[src/rtl/preg_pkg.sv]
package preg_pkg;
  // index width that stays legal for a count of one
  function automatic int unsigned idx_w(int unsigned n);
    return (n > 1) ? $clog2(n) : 1;
  endfunction
endpackage

[src/rtl/preg_decode.sv]
module preg_decode #(
  parameter int unsigned N_REGS = 8,
  parameter int unsigned ADDR_W = 4
) (
  input  logic              clk_i,
  input  logic              rst_ni,
  input  logic              wr_en_i,
  input  logic [ADDR_W-1:0] addr_i,
  output logic [N_REGS-1:0] hit_o
);
  localparam logic [ADDR_W:0] N_A = (ADDR_W+1)'(N_REGS);

  for (genvar k = 0; k < N_REGS; k++) begin : g_hit
    assign hit_o[k] = wr_en_i && (addr_i == ADDR_W'(k));
  end

  assert_hit_onehot_R9: assert property (@(posedge clk_i) disable iff (!rst_ni)
    $onehot0(hit_o));

  assert_oob_write_dropped_R3: assert property (@(posedge clk_i) disable iff (!rst_ni)
    (wr_en_i && ({1'b0, addr_i} >= N_A)) |-> (hit_o == '0));
endmodule

[src/rtl/preg_store.sv]
module preg_store #(
  parameter int unsigned N_REGS = 8,
  parameter int unsigned DATA_W = 16,
  parameter logic [N_REGS*DATA_W-1:0] RST_MASK = '1
) (
  input  logic                           clk_i,
  input  logic                           rst_ni,
  input  logic [N_REGS-1:0]              hit_i,
  input  logic [DATA_W-1:0]              wr_data_i,
  output logic [N_REGS-1:0][DATA_W-1:0]  regs_o
);
  for (genvar r = 0; r < N_REGS; r++) begin : g_reg
    for (genvar b = 0; b < DATA_W; b++) begin : g_bit
      logic bit_q;
      if (RST_MASK[r*DATA_W+b]) begin : g_rst
        always_ff @(posedge clk_i or negedge rst_ni) begin
          if (!rst_ni)       bit_q <= 1'b0;
          else if (hit_i[r]) bit_q <= wr_data_i[b];
        end
      end else begin : g_keep
        // no reset net on this bit
        always_ff @(posedge clk_i) begin
          if (hit_i[r]) bit_q <= wr_data_i[b];
        end
      end
      assign regs_o[r][b] = bit_q;
    end

    assert_write_lands_R2: assert property (@(posedge clk_i) disable iff (!rst_ni)
      hit_i[r] |=> (regs_o[r] == $past(wr_data_i)));

    assert_others_hold_R9: assert property (@(posedge clk_i) disable iff (!rst_ni)
      !hit_i[r] |=> $stable(regs_o[r]));
  end
endmodule

[src/rtl/preg_rdpipe.sv]
module preg_rdpipe #(
  parameter int unsigned N_REGS   = 8,
  parameter int unsigned DATA_W   = 16,
  parameter int unsigned ADDR_W   = 4,
  parameter int unsigned LATENCY  = 2,
  parameter int unsigned GRP_SIZE = 4
) (
  input  logic                          clk_i,
  input  logic                          rst_ni,
  input  logic                          rd_en_i,
  input  logic [ADDR_W-1:0]             addr_i,
  input  logic [N_REGS-1:0][DATA_W-1:0] regs_i,
  output logic [DATA_W-1:0]             rd_data_o,
  output logic                          rd_vld_o
);
  localparam int unsigned IW   = preg_pkg::idx_w(N_REGS);
  localparam logic [ADDR_W:0] N_A = (ADDR_W+1)'(N_REGS);
  localparam int unsigned CW   = $clog2(LATENCY + 2) + 1;

  // valid pipeline
  logic [LATENCY-1:0] vld_q;
  always_ff @(posedge clk_i or negedge rst_ni) begin
    if (!rst_ni) vld_q <= '0;
    else begin
      vld_q[0] <= rd_en_i;
      for (int i = 1; i < LATENCY; i++) vld_q[i] <= vld_q[i-1];
    end
  end
  assign rd_vld_o = vld_q[LATENCY-1];

  if (LATENCY == 1) begin : g_flat
    logic [IW-1:0]     idx;
    logic [DATA_W-1:0] data_q;
    assign idx = ({1'b0, addr_i} < N_A) ? addr_i[IW-1:0] : '0;
    always_ff @(posedge clk_i) data_q <= regs_i[idx];
    assign rd_data_o = data_q;
  end else begin : g_tree
    localparam int unsigned GW   = $clog2(GRP_SIZE);
    localparam int unsigned NGRP = (N_REGS + GRP_SIZE - 1) / GRP_SIZE;
    localparam int unsigned HW   = ADDR_W - GW;
    localparam int unsigned GIW  = preg_pkg::idx_w(NGRP);
    localparam logic [HW:0] NG_A = (HW+1)'(NGRP);

    logic [DATA_W-1:0] pad   [NGRP*GRP_SIZE];
    logic [DATA_W-1:0] grp_d [NGRP];
    logic [DATA_W-1:0] grp_q [NGRP];
    logic [HW-1:0]     hi_q;
    logic [DATA_W-1:0] sel;
    logic [DATA_W-1:0] stg_q [LATENCY-1];

    for (genvar i = 0; i < NGRP*GRP_SIZE; i++) begin : g_pad
      if (i < N_REGS) begin : g_real
        assign pad[i] = regs_i[i];
      end else begin : g_fill
        assign pad[i] = '0;
      end
    end

    // stage 1: local select inside each group
    always_comb begin
      for (int g = 0; g < NGRP; g++)
        grp_d[g] = pad[g*GRP_SIZE + int'(addr_i[GW-1:0])];
    end

    always_ff @(posedge clk_i) begin
      for (int g = 0; g < NGRP; g++) grp_q[g] <= grp_d[g];
      hi_q <= addr_i[ADDR_W-1:GW];
    end

    // stage 2: group select, then plain delay
    assign sel = ({1'b0, hi_q} < NG_A) ? grp_q[hi_q[GIW-1:0]] : grp_q[0];

    always_ff @(posedge clk_i) begin
      stg_q[0] <= sel;
      for (int s = 1; s < LATENCY-1; s++) stg_q[s] <= stg_q[s-1];
    end
    assign rd_data_o = stg_q[LATENCY-2];
  end

  // reads in flight, for the timing checks below
  logic [CW-1:0] inflight_q;
  always_ff @(posedge clk_i or negedge rst_ni) begin
    if (!rst_ni) inflight_q <= '0;
    else inflight_q <= inflight_q + CW'(rd_en_i) - CW'(rd_vld_o);
  end

  assert_vld_has_req_R4: assert property (@(posedge clk_i) disable iff (!rst_ni)
    rd_vld_o |-> (inflight_q != '0));

  assert_inflight_bound_R4: assert property (@(posedge clk_i) disable iff (!rst_ni)
    inflight_q <= CW'(LATENCY));

  assert_vld_idle_R8: assert property (@(posedge clk_i) disable iff (!rst_ni)
    (inflight_q == '0) |-> !rd_vld_o);
endmodule

[src/rtl/preg_bank.sv]
module preg_bank #(
  parameter int unsigned N_REGS   = 8,
  parameter int unsigned DATA_W   = 16,
  parameter int unsigned ADDR_W   = 4,
  parameter int unsigned LATENCY  = 2,
  parameter int unsigned GRP_SIZE = 4,
  parameter logic [N_REGS*DATA_W-1:0] RST_MASK =
    {N_REGS{{(DATA_W/2){1'b0}}, {(DATA_W-DATA_W/2){1'b1}}}}
) (
  input  logic                          clk_i,
  input  logic                          rst_ni,
  input  logic                          wr_en_i,
  input  logic                          rd_en_i,
  input  logic [ADDR_W-1:0]             addr_i,
  input  logic [DATA_W-1:0]             wr_data_i,
  output logic [DATA_W-1:0]             rd_data_o,
  output logic                          rd_vld_o,
  output logic [N_REGS-1:0][DATA_W-1:0] regs_o
);
  logic [N_REGS-1:0] hit;

  preg_decode #(.N_REGS(N_REGS), .ADDR_W(ADDR_W)) u_decode (
    .clk_i(clk_i), .rst_ni(rst_ni), .wr_en_i(wr_en_i), .addr_i(addr_i), .hit_o(hit)
  );

  preg_store #(.N_REGS(N_REGS), .DATA_W(DATA_W), .RST_MASK(RST_MASK)) u_store (
    .clk_i(clk_i), .rst_ni(rst_ni), .hit_i(hit), .wr_data_i(wr_data_i), .regs_o(regs_o)
  );

  preg_rdpipe #(
    .N_REGS(N_REGS), .DATA_W(DATA_W), .ADDR_W(ADDR_W),
    .LATENCY(LATENCY), .GRP_SIZE(GRP_SIZE)
  ) u_rdpipe (
    .clk_i(clk_i), .rst_ni(rst_ni), .rd_en_i(rd_en_i), .addr_i(addr_i),
    .regs_i(regs_o), .rd_data_o(rd_data_o), .rd_vld_o(rd_vld_o)
  );
endmodule

[config.mk]
export PLATFORM = sky130hd
export DESIGN_NAME = preg_bank
export DESIGN_NICKNAME = d
export VERILOG_FILES = /design/src/rtl/preg_pkg.sv /design/src/rtl/preg_decode.sv /design/src/rtl/preg_store.sv /design/src/rtl/preg_rdpipe.sv /design/src/rtl/preg_bank.sv
export SDC_FILE = /design/constraint.sdc
export NUM_CORES = 1
export LEC_CHECK = 0
export BUFFER_PORTS_ARGS = -buffer_cell sky130_fd_sc_hd__buf_4
export CORE_AREA = 8 8 152 126
export CTS_BUF_LIST = sky130_fd_sc_hd__clkbuf_16
export DETAILED_ROUTE_END_ITERATION = 8
export DIE_AREA = 0 0 160 134
export HOLD_SLACK_MARGIN = 0.05
export PLACE_DENSITY = 0.68
export REMOVE_ABC_BUFFERS = 1
export SLEW_MARGIN = 0
export SYNTH_ARGS = -nofsm -noshare
export SYNTH_HDL_FRONTEND = slang
export SYNTH_SLANG_ARGS = --single-unit
[constraint.sdc]
create_clock -name clk_i -period 4.2 [get_ports clk_i]
set_input_delay 0 -clock clk_i [delete_from_list [all_inputs] [get_ports clk_i]]
set_output_delay 0 -clock clk_i [all_outputs]
set_load 0.02 [all_outputs]
==> results.tsv, run 1 <==
stage	metric	value	unit
synth	postSynthCellCount	451	
cts	worstSkewPairLatency	0.42	ns
cts	post_cts_buffers	0	
synth	synthDistinctLibCells	18	
cts	htreeDepth	4	
setup_path	crit_required	4.51	ns
layout	fin_area	8710	um^2
cts	clock-root-buffer	clkbuf_16	
layout	nNetsFinal	544	
synth	seq_area_frac_synth	0.621	
min_path	hp-class	in -> reg	
power_and_ir_drop	p_leak	3.67	nW
setup_path	crit_type	in -> reg	
setup_path	cpMaxStageDelayCell	nor3b_2	
layout	num-fill-cells	1388	
route	wl_per_cell	21.8	um
global_routing	grtUsageMet3	0.0640	
power_and_ir_drop	powerDensity	543	nW/um^2
cts	clock_path_buffers	2	
global_routing	grt_pass1_wl	25500	um
sta	rsz0062_at_grt	false	
synth	avgSynthCellArea	16.3	um^2
setup_path	path_max_fanout	9	
route	drtIter0Drc	157	
synth	yosys_warnings	0	
global_routing	top_usage_layer	met2	
cts	cts_tree	built	
place	dpl.hpwl	11300	um
die	die-height	134	um
cts	hold_buffers	20	
die	core-area	16800	um^2
sta	slew_violations	0	
setup_path	end_kind	flip-flop	
layout	syn_to_final_growth	18.3	%
global_routing	track_usage	0.157	
die	io_pins	169	
route	antenna_left	0	
status	status	finished, final reports clean	
power_and_ir_drop	irDropWorstVdd	0.000282	V
setup_path	reg2reg_slack	2.93	ns
setup_path	cp-start-kind	input pin	
sta	fin_crit_sh	0.487	
route	drc	0	
setup_path	crit_top_cell	buf_4	
layout	drive_gt1_frac	0.597	
route	drtPass1Iterations	4	
global_routing	antenna_found_initial	0	
sta	min_period	2.05	ns
place	port_buffers	168	
global_routing	grt_pass1_vias	4090	
route	num_vias	3738	
synth	synth_area	7360	um^2
synth	synth-seq-cells	180	
sta	slew_headroom	0.394	
cts	cts_resized	0	
place	gp_congestion	0.786	
die	fp-row-count	43	
die	initial_core_util	0.439	
setup_path	path_cells	dlygate4sd3_1, buf_4, nand3b_1, nor3b_2, buf_4, mux2_2	
sta	setup_tns	0	ns
sta	setup_viol	0	
job	cap_violations	0	
sta	worstMarginPinSlew	0.908	ns
sta	hold_violations	0	
setup_path	cp.arrival	2.35	ns
global_routing	grt_remaining_overflow	0	
global_routing	grt_use_met1	0.213	
global_routing	grt_max_degree	67	
cts	clock-sinks	180	
global_routing	met2_usage	0.230	
cts	clk_pin_slew	0.06	ns
layout	num_antenna_cells	0	
route	vias_per_cell	4.93	
sta	skew	0.00855	ns
die	dieArea	21400	um^2
route	finalWirelength	16600	um
setup_path	critPathMaxStageDelay	0.71	ns
power_and_ir_drop	p_total	0.00473	W
cts	cts_buffers	17	
sta	fmax	489	MHz
place	dpl-instance-area	7920	um^2
die	die_x	160	um
## final cells by class
type | instances | area (um^2) | share of cell area
clock buffer | 17 | 425 | 0.0489
clock inverter | 15 | 166 | 0.0191
inverter | 4 | 15.0 | 0.00172
multi-input combinational | 125 | 1750 | 0.201
sequential | 180 | 4570 | 0.525
tap | 225 | 282 | 0.0323
timing repair buffer | 192 | 1490 | 0.171
## power by group
part / total, W / internal [W] / switching (W)
registers: 0.00223 / 0.00206 / 0.000171
clock network: 0.00157 / 0.000929 / 0.000644
logic: 0.000924 / 0.000474 / 0.000450
total: 0.00473 / 0.00346 / 0.00126
## Yosys cell counts
| master | n | area share |
|---|---|---|
| dfrtp_1 | 66 | 0.22 |
| buf_6 | 1 | 0.0015 |
| mux2_2 | 72 | 0.11 |
| nand2_1 | 1 | 0.00051 |
| nand3b_1 | 3 | 0.0031 |
| edfxtp_1 | 64 | 0.26 |
| nor3b_1 | 3 | 0.0031 |
| or3_1 | 2 | 0.0017 |
| buf_4 | 128 | 0.13 |
| mux4_2 | 32 | 0.098 |
| inv_1 | 4 | 0.0020 |
| buf_2 | 8 | 0.0054 |
| dfxtp_1 | 50 | 0.14 |
| nor2b_1 | 1 | 0.00085 |
| or3b_1 | 1 | 0.0012 |
| nor2_2 | 2 | 0.0017 |
| clkbuf_1 | 5 | 0.0025 |
| mux2_4 | 8 | 0.016 |
## worst paths after layout
kind,startpoint,to,depth (start not counted)
worst max-delay path,addr_i[3],u_store.g_reg[5].g_bit[7].bit_q,6
worst min-delay path,addr_i[1],u_rdpipe.g_tree.grp_q[1][11],2
worst max register to register,u_rdpipe.g_tree.hi_q[0],u_rdpipe.g_tree.stg_q[0][4],3
worst min register to register,u_rdpipe.vld_q[0],u_rdpipe.vld_q[1],0
max in group asynchronous,rst_ni,u_store.g_reg[0].g_bit[3].bit_q,2
min in group asynchronous,rst_ni,u_rdpipe.vld_q[1],2
## through the flow
step	utilization	setup WS, ns	hold slack (ns)	std cells
2_1_floorplan	-	2.16	-0.296	309
5_1_grt	0.519	2.02	0.186	758
6_report	0.519	2.15	0.184	758
3_5_place_dp	0.472	1.91	0.111	706
3_3_place_gp	0.472	2.03	0.111	706
4_1_cts	0.519	2.11	0.172	758
## worst max-delay path: cells and delay by family
kind / cells / cell delay [ns]
muxes: 1 / 0.35
buffers and inverters: 3 / 1.00
and+or+nand+nor: 2 / 0.99
## metal layers
metal,wire (um),vias up
li1,-,1623
met1,7800,1942
met2,7270,160
met4,123,0
met5,0,-
met3,1360,13
## cell families (layout without fill, tap and decap cells)
kind of cell,count (synthesis),after routing,synth area share
flops,180,180,0.621
buf+inv,146,228,0.142
mux,112,112,0.224
simple gates,13,13,0.0121
## layout by cell type (no fill, tap or decap), types with 3 or more instances in the layout
cell type      instances
buf_4                172
mux2_2                72
dfrtp_1               66
edfxtp_1              64
dfxtp_1               50
mux4_2                32
dlygate4sd3_1         20
clkbuf_16             17
mux2_4                 8
inv_1                  5
clkinv_4               4
nand3b_1               3
clkinv_2               3
bufinv_16              3
## registers in the layout, indices dropped and copies added (netlist names)
register / count
u_rdpipe.vld_q: 2
u_rdpipe.g_tree.hi_q: 2
u_rdpipe.g_tree.stg_q: 16
u_rdpipe.g_tree.grp_q: 32
u_store.g.g_bit.bit_q: 128
(Power assumes the default switching activity.)
==> inputs of run 2 (changes only) <==
--- a/config.mk
+++ b/config.mk
@@ -5,13 +5,14 @@
 export SDC_FILE = /design/constraint.sdc
 export NUM_CORES = 1
 export LEC_CHECK = 0
+export ABC_AREA = 1
 export BUFFER_PORTS_ARGS = -buffer_cell sky130_fd_sc_hd__buf_4
-export CORE_AREA = 8 8 152 126
+export CORE_AREA = 8 8 158 130
 export CTS_BUF_LIST = sky130_fd_sc_hd__clkbuf_16
 export DETAILED_ROUTE_END_ITERATION = 8
-export DIE_AREA = 0 0 160 134
+export DIE_AREA = 0 0 166 138
 export HOLD_SLACK_MARGIN = 0.05
-export PLACE_DENSITY = 0.68
+export PLACE_DENSITY = 0.67
 export REMOVE_ABC_BUFFERS = 1
 export SLEW_MARGIN = 0
 export SYNTH_ARGS = -nofsm -noshare
==> constraint.sdc (replaced) <==
create_clock -name clk_i -period 1.9 [get_ports clk_i]
set_input_delay 0 -clock clk_i [delete_from_list [all_inputs] [get_ports clk_i]]
set_output_delay 0 -clock clk_i [all_outputs]
set_load 0.02 [all_outputs]
==> results.tsv, run 2 <==
stage	metric	value	unit	change
sta	hold_violations	0		unchanged
global_routing	grtUsageMet3	0.0512		-0.0128
synth	synth.top_cell.area_share	0.243		-0.0181
cts	clk_pin_slew	0.07	ns	about the same
die	core-area	17900	um^2	+6.6%
global_routing	met2_usage	0.298		+0.0688
setup_path	crit_type	in -> reg		
sta	worstMarginPinSlew	0.627	ns	-0.281 ns
layout	regMostFlops	u_store.g.g_bit.bit_q		
cts	clock-sinks	180		unchanged
setup_path	r2r-start	u_rdpipe.g_tree.hi_q[1]		
global_routing	top_usage_layer	met2		
place	dpl-instance-area	8500	um^2	+7.4%
cts	worstSkewPairLatency	0.44	ns	+0.02 ns
synth	synth.mux.area_fraction	0		-0.224
sta	fin_crit_sh	0.813		
die	die_x	166	um	+3.8%
synth	synth_compound_area_frac	0.0234		+0.0234
sta	min_period	1.55	ns	
route	antenna_left	0		unchanged
global_routing	grt_use_met1	0.258		+0.0456
die	die-height	138	um	+3.0%
global_routing	grt_max_degree	67		unchanged
sta	slew_headroom	0.581		+0.187
layout	top_regs	u_store.g.g_bit.bit_q: 128 flops, u_rdpipe.g_tree.grp_q: 32 flops, u_rdpipe.g_tree.stg_q: 16 flops		
setup_path	path_cells	dlygate4sd3_1, buf_4, nor2_4, nand3_2, inv_1		
setup_path	crit_buf_inv	3		unchanged
layout	fin_area	9360	um^2	+7.5%
cts	post_cts_buffers	0		unchanged
setup_path	endpoint	u_store.g_reg[4].g_bit[14].bit_q		
place	port_buffers	168		unchanged
cts	cts_tree	built		
layout	final_common_cell	nand2_1		
synth	synth_top_cell_by_area	edfxtp_1		
layout	fin_cells	1171		+54%
global_routing	grt_remaining_overflow	0		unchanged
setup_path	end_kind	flip-flop		
synth	synthArstFlopShare	0.367		unchanged
power_and_ir_drop	netSwitchingFraction	0.293		+0.0252
synth	synth_edf_count	64		unchanged
route	finalWirelength	22200	um	+34%
synth	synth_area_leaders	edfxtp_1 24%, dfrtp_1 21%, nand2_1 17%		
synth	synth-simple-area-share	0.243		+0.231
route	drtPass1Iterations	5		+1
setup_path	critical_path.top_delay_family	buffers and inverters		
synth	avgSynthCellArea	9.19	um^2	-44%
cts	clock-root-buffer	clkbuf_16		
power_and_ir_drop	combinationalPowerShare	0.191		-0.004
global_routing	grt_pass1_wl	34100	um	+34%
synth	synth.most_common_cell	nand2_1		
cts	clock_path_buffers	2		unchanged
setup_path	timing.rr.end	u_rdpipe.g_tree.stg_q[0][1]		
global_routing	track_usage	0.194		+0.0363
route	num_vias	5852		+57%
route	wl_per_cell	19.0	um	-13%
layout	nNetsFinal	952		+75%
route	vias_per_cell	5.00		+1.3%
die	dieArea	22900	um^2	+6.8%
setup_path	critPathMaxStageDelay	0.55	ns	-0.16 ns
cts	hold_buffers	23		+15%
setup_path	path_max_fanout	21		+12
power_and_ir_drop	p_sw	0.00310	W	+150%
global_routing	antenna_found_initial	0		unchanged
layout	num_antenna_cells	0		unchanged
synth	yosys_warnings	0		unchanged
setup_path	cpMaxStageDelayCell	dlygate4sd3_1		
power_and_ir_drop	clockPowerShare	0.354		+0.021
sta	fmax	647	MHz	
synth	seq_area_frac_synth	0.578		-0.0432
synth	synth_area	7910	um^2	+7.5%
place	dp_cells	1116		+58%
layout	drive_gt1_frac	0.252		-0.345
die	fp-row-count	44		+2.3%
power_and_ir_drop	p_leak	4.48	nW	+22%
power_and_ir_drop	irDropWorstVdd	0.000409	V	+45%
layout	largest_register_ffs	128		unchanged
setup_path	crit_start	addr_i[0]		
synth	synth-seq-cells	180		unchanged
setup_path	r2r_cells	6		+3
min_path	hp-class	in -> async		
synth	synth_flop_cell	dfrtp_1		
synth	synth_common_cells	364 x nand2_1, 129 x buf_4, 66 x dfrtp_1		
cts	htreeDepth	4		unchanged
die	initial_core_util	0.442		+0.00359
power_and_ir_drop	power.internal	0.00749	W	+120%
power_and_ir_drop	powerDensity	1130	nW/um^2	+110%
sta	slew_violations	0		unchanged
synth	synth-xor-area-share	0		unchanged
route	drtIter0Drc	580		+270%
place	gp_congestion	0.803		+2.2%
sta	rsz0062_at_grt	false		
layout	num-fill-cells	1624		+17%
synth	synth_top_family_by_area	simple AND/OR/NAND/NOR gates		
cts	cts_buffers	17		unchanged
setup_path	worst-path-stages	5		-1
setup_path	cp-start-kind	input pin		
global_routing	grt_pass1_vias	5768		+41%
setup_path	reg2reg_slack	0.72	ns	-2.21 ns
synth	synthDistinctLibCells	22		+4
synth	postSynthCellCount	861		+91%
layout	regArea	4570	um^2	unchanged
die	io_pins	169		unchanged
status	status	finished, final reports clean		
layout	mostFrequentLayoutCells	364 x nand2_1, 187 x buf_4, 66 x dfrtp_1		
sta	setup_viol	0		unchanged
power_and_ir_drop	power_frac_seq	0.455		-0.017
layout	multiInputGateArea	2110	um^2	+20%
place	dpl.hpwl	15200	um	+35%
cts	cts_resized	0		unchanged
route	drc	0		unchanged
sta	skew	0.00651	ns	-0.00204 ns
layout	syn_to_final_growth	18.3	%	about the same
sta	setup_tns	0	ns	unchanged
job	cap_violations	0		unchanged
setup_path	crit_required	2.00	ns	-2.51 ns
setup_path	cp.arrival	1.64	ns	-0.71 ns
synth	synthAdderAreaFrac	0		unchanged
## run 2: per-layer routing
layer / routed length (um) / up-vias
met5: 0 / -
met4: 520 / 0
met3: 1680 / 42
met2: 10100 / 252
met1: 9880 / 2808
li1: - / 2750
## run 2: cell type report
class,count,share of cell area
Inverter,28,0.0115
Clock inverter,15,0.0218
Clock buffer,17,0.0454
Tap cell,230,0.0307
Sequential cell,180,0.489
Multi-Input combinational cell,490,0.225
Timing Repair Buffer,211,0.177
## run 2: logic make-up after synthesis
family,after synthesis
compound gates,29
buf+inv,191
flops,180
simple gates,461
## run 2: stage by stage
stage,setup slack [ns],hold WS [ns],total power [W],utilization
4_1_cts,0.381,0.107,0.0107,0.523
3_3_place_gp,0.537,0.0297,0.00686,0.475
3_5_place_dp,0.516,0.0206,0.00689,0.475
5_1_grt,0.304,0.138,0.0110,0.523
2_1_floorplan,0.605,-0.296,0.00580,-
6_report,0.355,0.101,0.0106,0.523
## run 2: worst min path at each step
stage / cells past startpoint / slack, ns / from / end
global placement: 2 / 0.03 / rst_ni / u_rdpipe.vld_q[0]
finish: 3 / 0.10 / rst_ni / u_rdpipe.vld_q[0]
CTS: 3 / 0.11 / rst_ni / u_rdpipe.vld_q[0]
global route: 3 / 0.14 / rst_ni / u_rdpipe.vld_q[0]
detailed placement: 2 / 0.02 / rst_ni / u_rdpipe.vld_q[0]
floorplan: 0 / -0.30 / rst_ni / u_rdpipe.vld_q[0]
## run 2: tightest hold or removal path, cell delays in order
cell,delay [ns]
dlygate4sd3_1,0.53
buf_4,0.11
buf_12,0.30
## run 2: power groups by stage
stage | clock (W) | combinational (W) | sequential [W]
floorplan | 0 | 0.000556 | 0.00525
global placement | 0 | 0.00196 | 0.00490
detailed placement | 0 | 0.00199 | 0.00490
CTS | 0.00380 | 0.00204 | 0.00482
global route | 0.00397 | 0.00220 | 0.00487
finish | 0.00375 | 0.00202 | 0.00482
==> inputs of run 3 (changes only) <==
--- a/config.mk
+++ b/config.mk
@@ -5,14 +5,14 @@
 export SDC_FILE = /design/constraint.sdc
 export NUM_CORES = 1
 export LEC_CHECK = 0
-export ABC_AREA = 1
+export ABC_AREA = 0
 export BUFFER_PORTS_ARGS = -buffer_cell sky130_fd_sc_hd__buf_4
-export CORE_AREA = 8 8 158 130
+export CORE_AREA = 8 8 152 126
 export CTS_BUF_LIST = sky130_fd_sc_hd__clkbuf_16
 export DETAILED_ROUTE_END_ITERATION = 8
-export DIE_AREA = 0 0 166 138
+export DIE_AREA = 0 0 160 134
 export HOLD_SLACK_MARGIN = 0.05
-export PLACE_DENSITY = 0.67
+export PLACE_DENSITY = 0.68
 export REMOVE_ABC_BUFFERS = 1
 export SLEW_MARGIN = 0
 export SYNTH_ARGS = -nofsm -noshare
==> constraint.sdc (replaced) <==
create_clock -name clk_i -period 1.49 [get_ports clk_i]
set_input_delay 0 -clock clk_i [delete_from_list [all_inputs] [get_ports clk_i]]
set_output_delay 0 -clock clk_i [all_outputs]
set_load 0.02 [all_outputs]
==> results.tsv, run 3 (synthesis results as in run 1) <==
stage	metric	value	unit	change
status	status	finished, final reports clean		
cts	cts_tree	built		
setup_path	r2r-start	u_rdpipe.g_tree.hi_q[0]		
place	port_buffers	168		unchanged
global_routing	grt_pass1_wl	26700	um	-22%
layout	fin_area	9040	um^2	-3.5%
min_path	min_path_cells	4		
sta	hold_slack	0.141	ns	+0.0400 ns
cts	cts_resized	0		unchanged
sta	skew	0.00874	ns	+0.00223 ns
global_routing	grt_pass1_vias	4330		-25%
global_routing	grt_max_degree	43		-36%
global_routing	antenna_found_initial	0		unchanged
min_path	hp-class	in -> reg		
layout	final_common_cell	buf_4		
die	initial_core_util	0.439		-0.00359
sta	min_period	1.47	ns	
setup_path	r2r_cells	3		-3
route	drtPass1Iterations	4		-1
min_path	holdCritStartpoint	addr_i[0]		
route	antenna_left	0		unchanged
cts	worstSkewPairLatency	0.42	ns	-0.02 ns
sta	slew_violations	0		unchanged
cts	clock-sinks	180		unchanged
place	dpl.hpwl	12100	um	-21%
job	cap_violations	0		unchanged
place	gp_congestion	0.759		-5.5%
place	dpl-instance-area	8260	um^2	-2.8%
layout	mostFrequentLayoutCells	189 x buf_4, 72 x mux2_2, 66 x dfrtp_1		
cts	htreeDepth	4		unchanged
sta	hold_violations	0		unchanged
die	core-area	16800	um^2	-6.2%
global_routing	track_usage	0.164		-0.0293
cts	clock_path_buffers	2		unchanged
die	die-height	134	um	-2.9%
layout	regMostFlops	u_store.g.g_bit.bit_q		
cts	cts_buffers	17		unchanged
route	num_vias	3816		-35%
sta	slew_headroom	0.715		+0.134
route	vias_per_cell	4.84		-3.1%
die	die_x	160	um	-3.6%
power_and_ir_drop	irDropWorstVdd	0.000986	V	+140%
die	dieArea	21400	um^2	-6.4%
layout	top_regs	u_store.g.g_bit.bit_q: 128 flops, u_rdpipe.g_tree.grp_q: 32 flops, u_rdpipe.g_tree.stg_q: 16 flops		
die	io_pins	169		unchanged
power_and_ir_drop	powerDensity	1450	nW/um^2	+28%
sta	fmax	682	MHz	
die	fp-row-count	43		-2.3%
setup_path	crit_start	addr_i[1]		
setup_path	cp-start-kind	input pin		
layout	drive_gt1_frac	0.607		+0.356
setup_path	reg2reg_slack	0.33	ns	-0.39 ns
setup_path	timing.rr.end	u_rdpipe.g_tree.stg_q[0][5]		
route	finalWirelength	17200	um	-22%
route	wl_per_cell	21.9	um	+15%
layout	largest_register_ffs	128		unchanged
setup_path	cp.arrival	1.60	ns	-0.04 ns
setup_path	crit_required	1.62	ns	-0.38 ns
cts	clk_pin_slew	0.06	ns	about the same
sta	setup_viol	0		unchanged
sta	rsz0062_at_grt	false		
setup_path	endpoint	u_store.g_reg[0].g_bit[9].bit_q		
cts	clock-root-buffer	clkbuf_16		
setup_path	crit_type	in -> reg		
setup_path	end_kind	flip-flop		
sta	worstMarginPinSlew	0.427	ns	-0.200 ns
sta	fin_crit_sh	0.984		
route	drtIter0Drc	176		-70%
layout	syn_to_final_growth	22.8	%	
setup_path	path_max_fanout	14		-33%
power_and_ir_drop	p_leak	3.84	nW	-14%
layout	num_antenna_cells	0		unchanged
global_routing	grt_remaining_overflow	0		unchanged
layout	nNetsFinal	574		-40%
route	drc	0		unchanged
## run 3: metrics by stage
step | setup TNS (ns) | worst slack [ns] | power (W) | util | instances
after CTS | 0 | 0.0446 | 0.0133 | 0.538 | 788
after floorplan | -16.20 | -0.546 | 0.00762 | - | 309
final | 0 | 0.0235 | 0.0131 | 0.538 | 788
after global placement | -1.84 | -0.0929 | 0.00895 | 0.492 | 734
after global routing | 0 | 0.00410 | 0.0137 | 0.538 | 788
after detailed placement | -3.20 | -0.116 | 0.00902 | 0.492 | 734
## run 3: how the worst min path moves through the flow
stage,to,slack [ns]
detailed placement,u_rdpipe.vld_q[0],-0.08
floorplan,u_rdpipe.vld_q[0],-0.30
CTS,u_store.g_reg[1].g_bit[3].bit_q,0.13
finish,u_store.g_reg[1].g_bit[3].bit_q,0.14
global placement,u_rdpipe.vld_q[0],-0.08
global route,u_store.g_reg[6].g_bit[14].bit_q,0.15
## run 3: area by class of cell
cell class                      instances  area [um^2]
Fill cell                            1365         7750
Sequential cell                       180         4570
Timing Repair Buffer                  222         1860
Multi-Input combinational cell        125         1750
Clock buffer                           17          425
Tap cell                              225          282
Clock inverter                         15          128
Inverter                                4         15.0
## run 3: critical path, cell delays in order
cell and delay, ns:
dlygate4sd3_1 0.55, buf_4 0.21, or3_1 0.41, buf_4 0.18, inv_1 0.09, buf_12 0.13
## run 3: per-layer routing
layer  share of wire  global-route usage  vias up
met3           0.076              0.0628       10
met2            0.45               0.246      160
met4          0.0070              0.0430        0
met5               0                   0        -
met1            0.46               0.221     1963
li1                -                   -     1683
## run 3: repair_timing
item,CTS,global route
hold buffers,22,0
setup buffers,0,0
endpoints found under the hold margin,203,0
## run 3: report_power, final
group	total (W)	internal, W	switching [W]
clock network	0.00419	0.00242	0.00177
registers	0.00628	0.00581	0.000464
logic	0.00267	0.00138	0.00129
total	0.0131	0.00961	0.00352
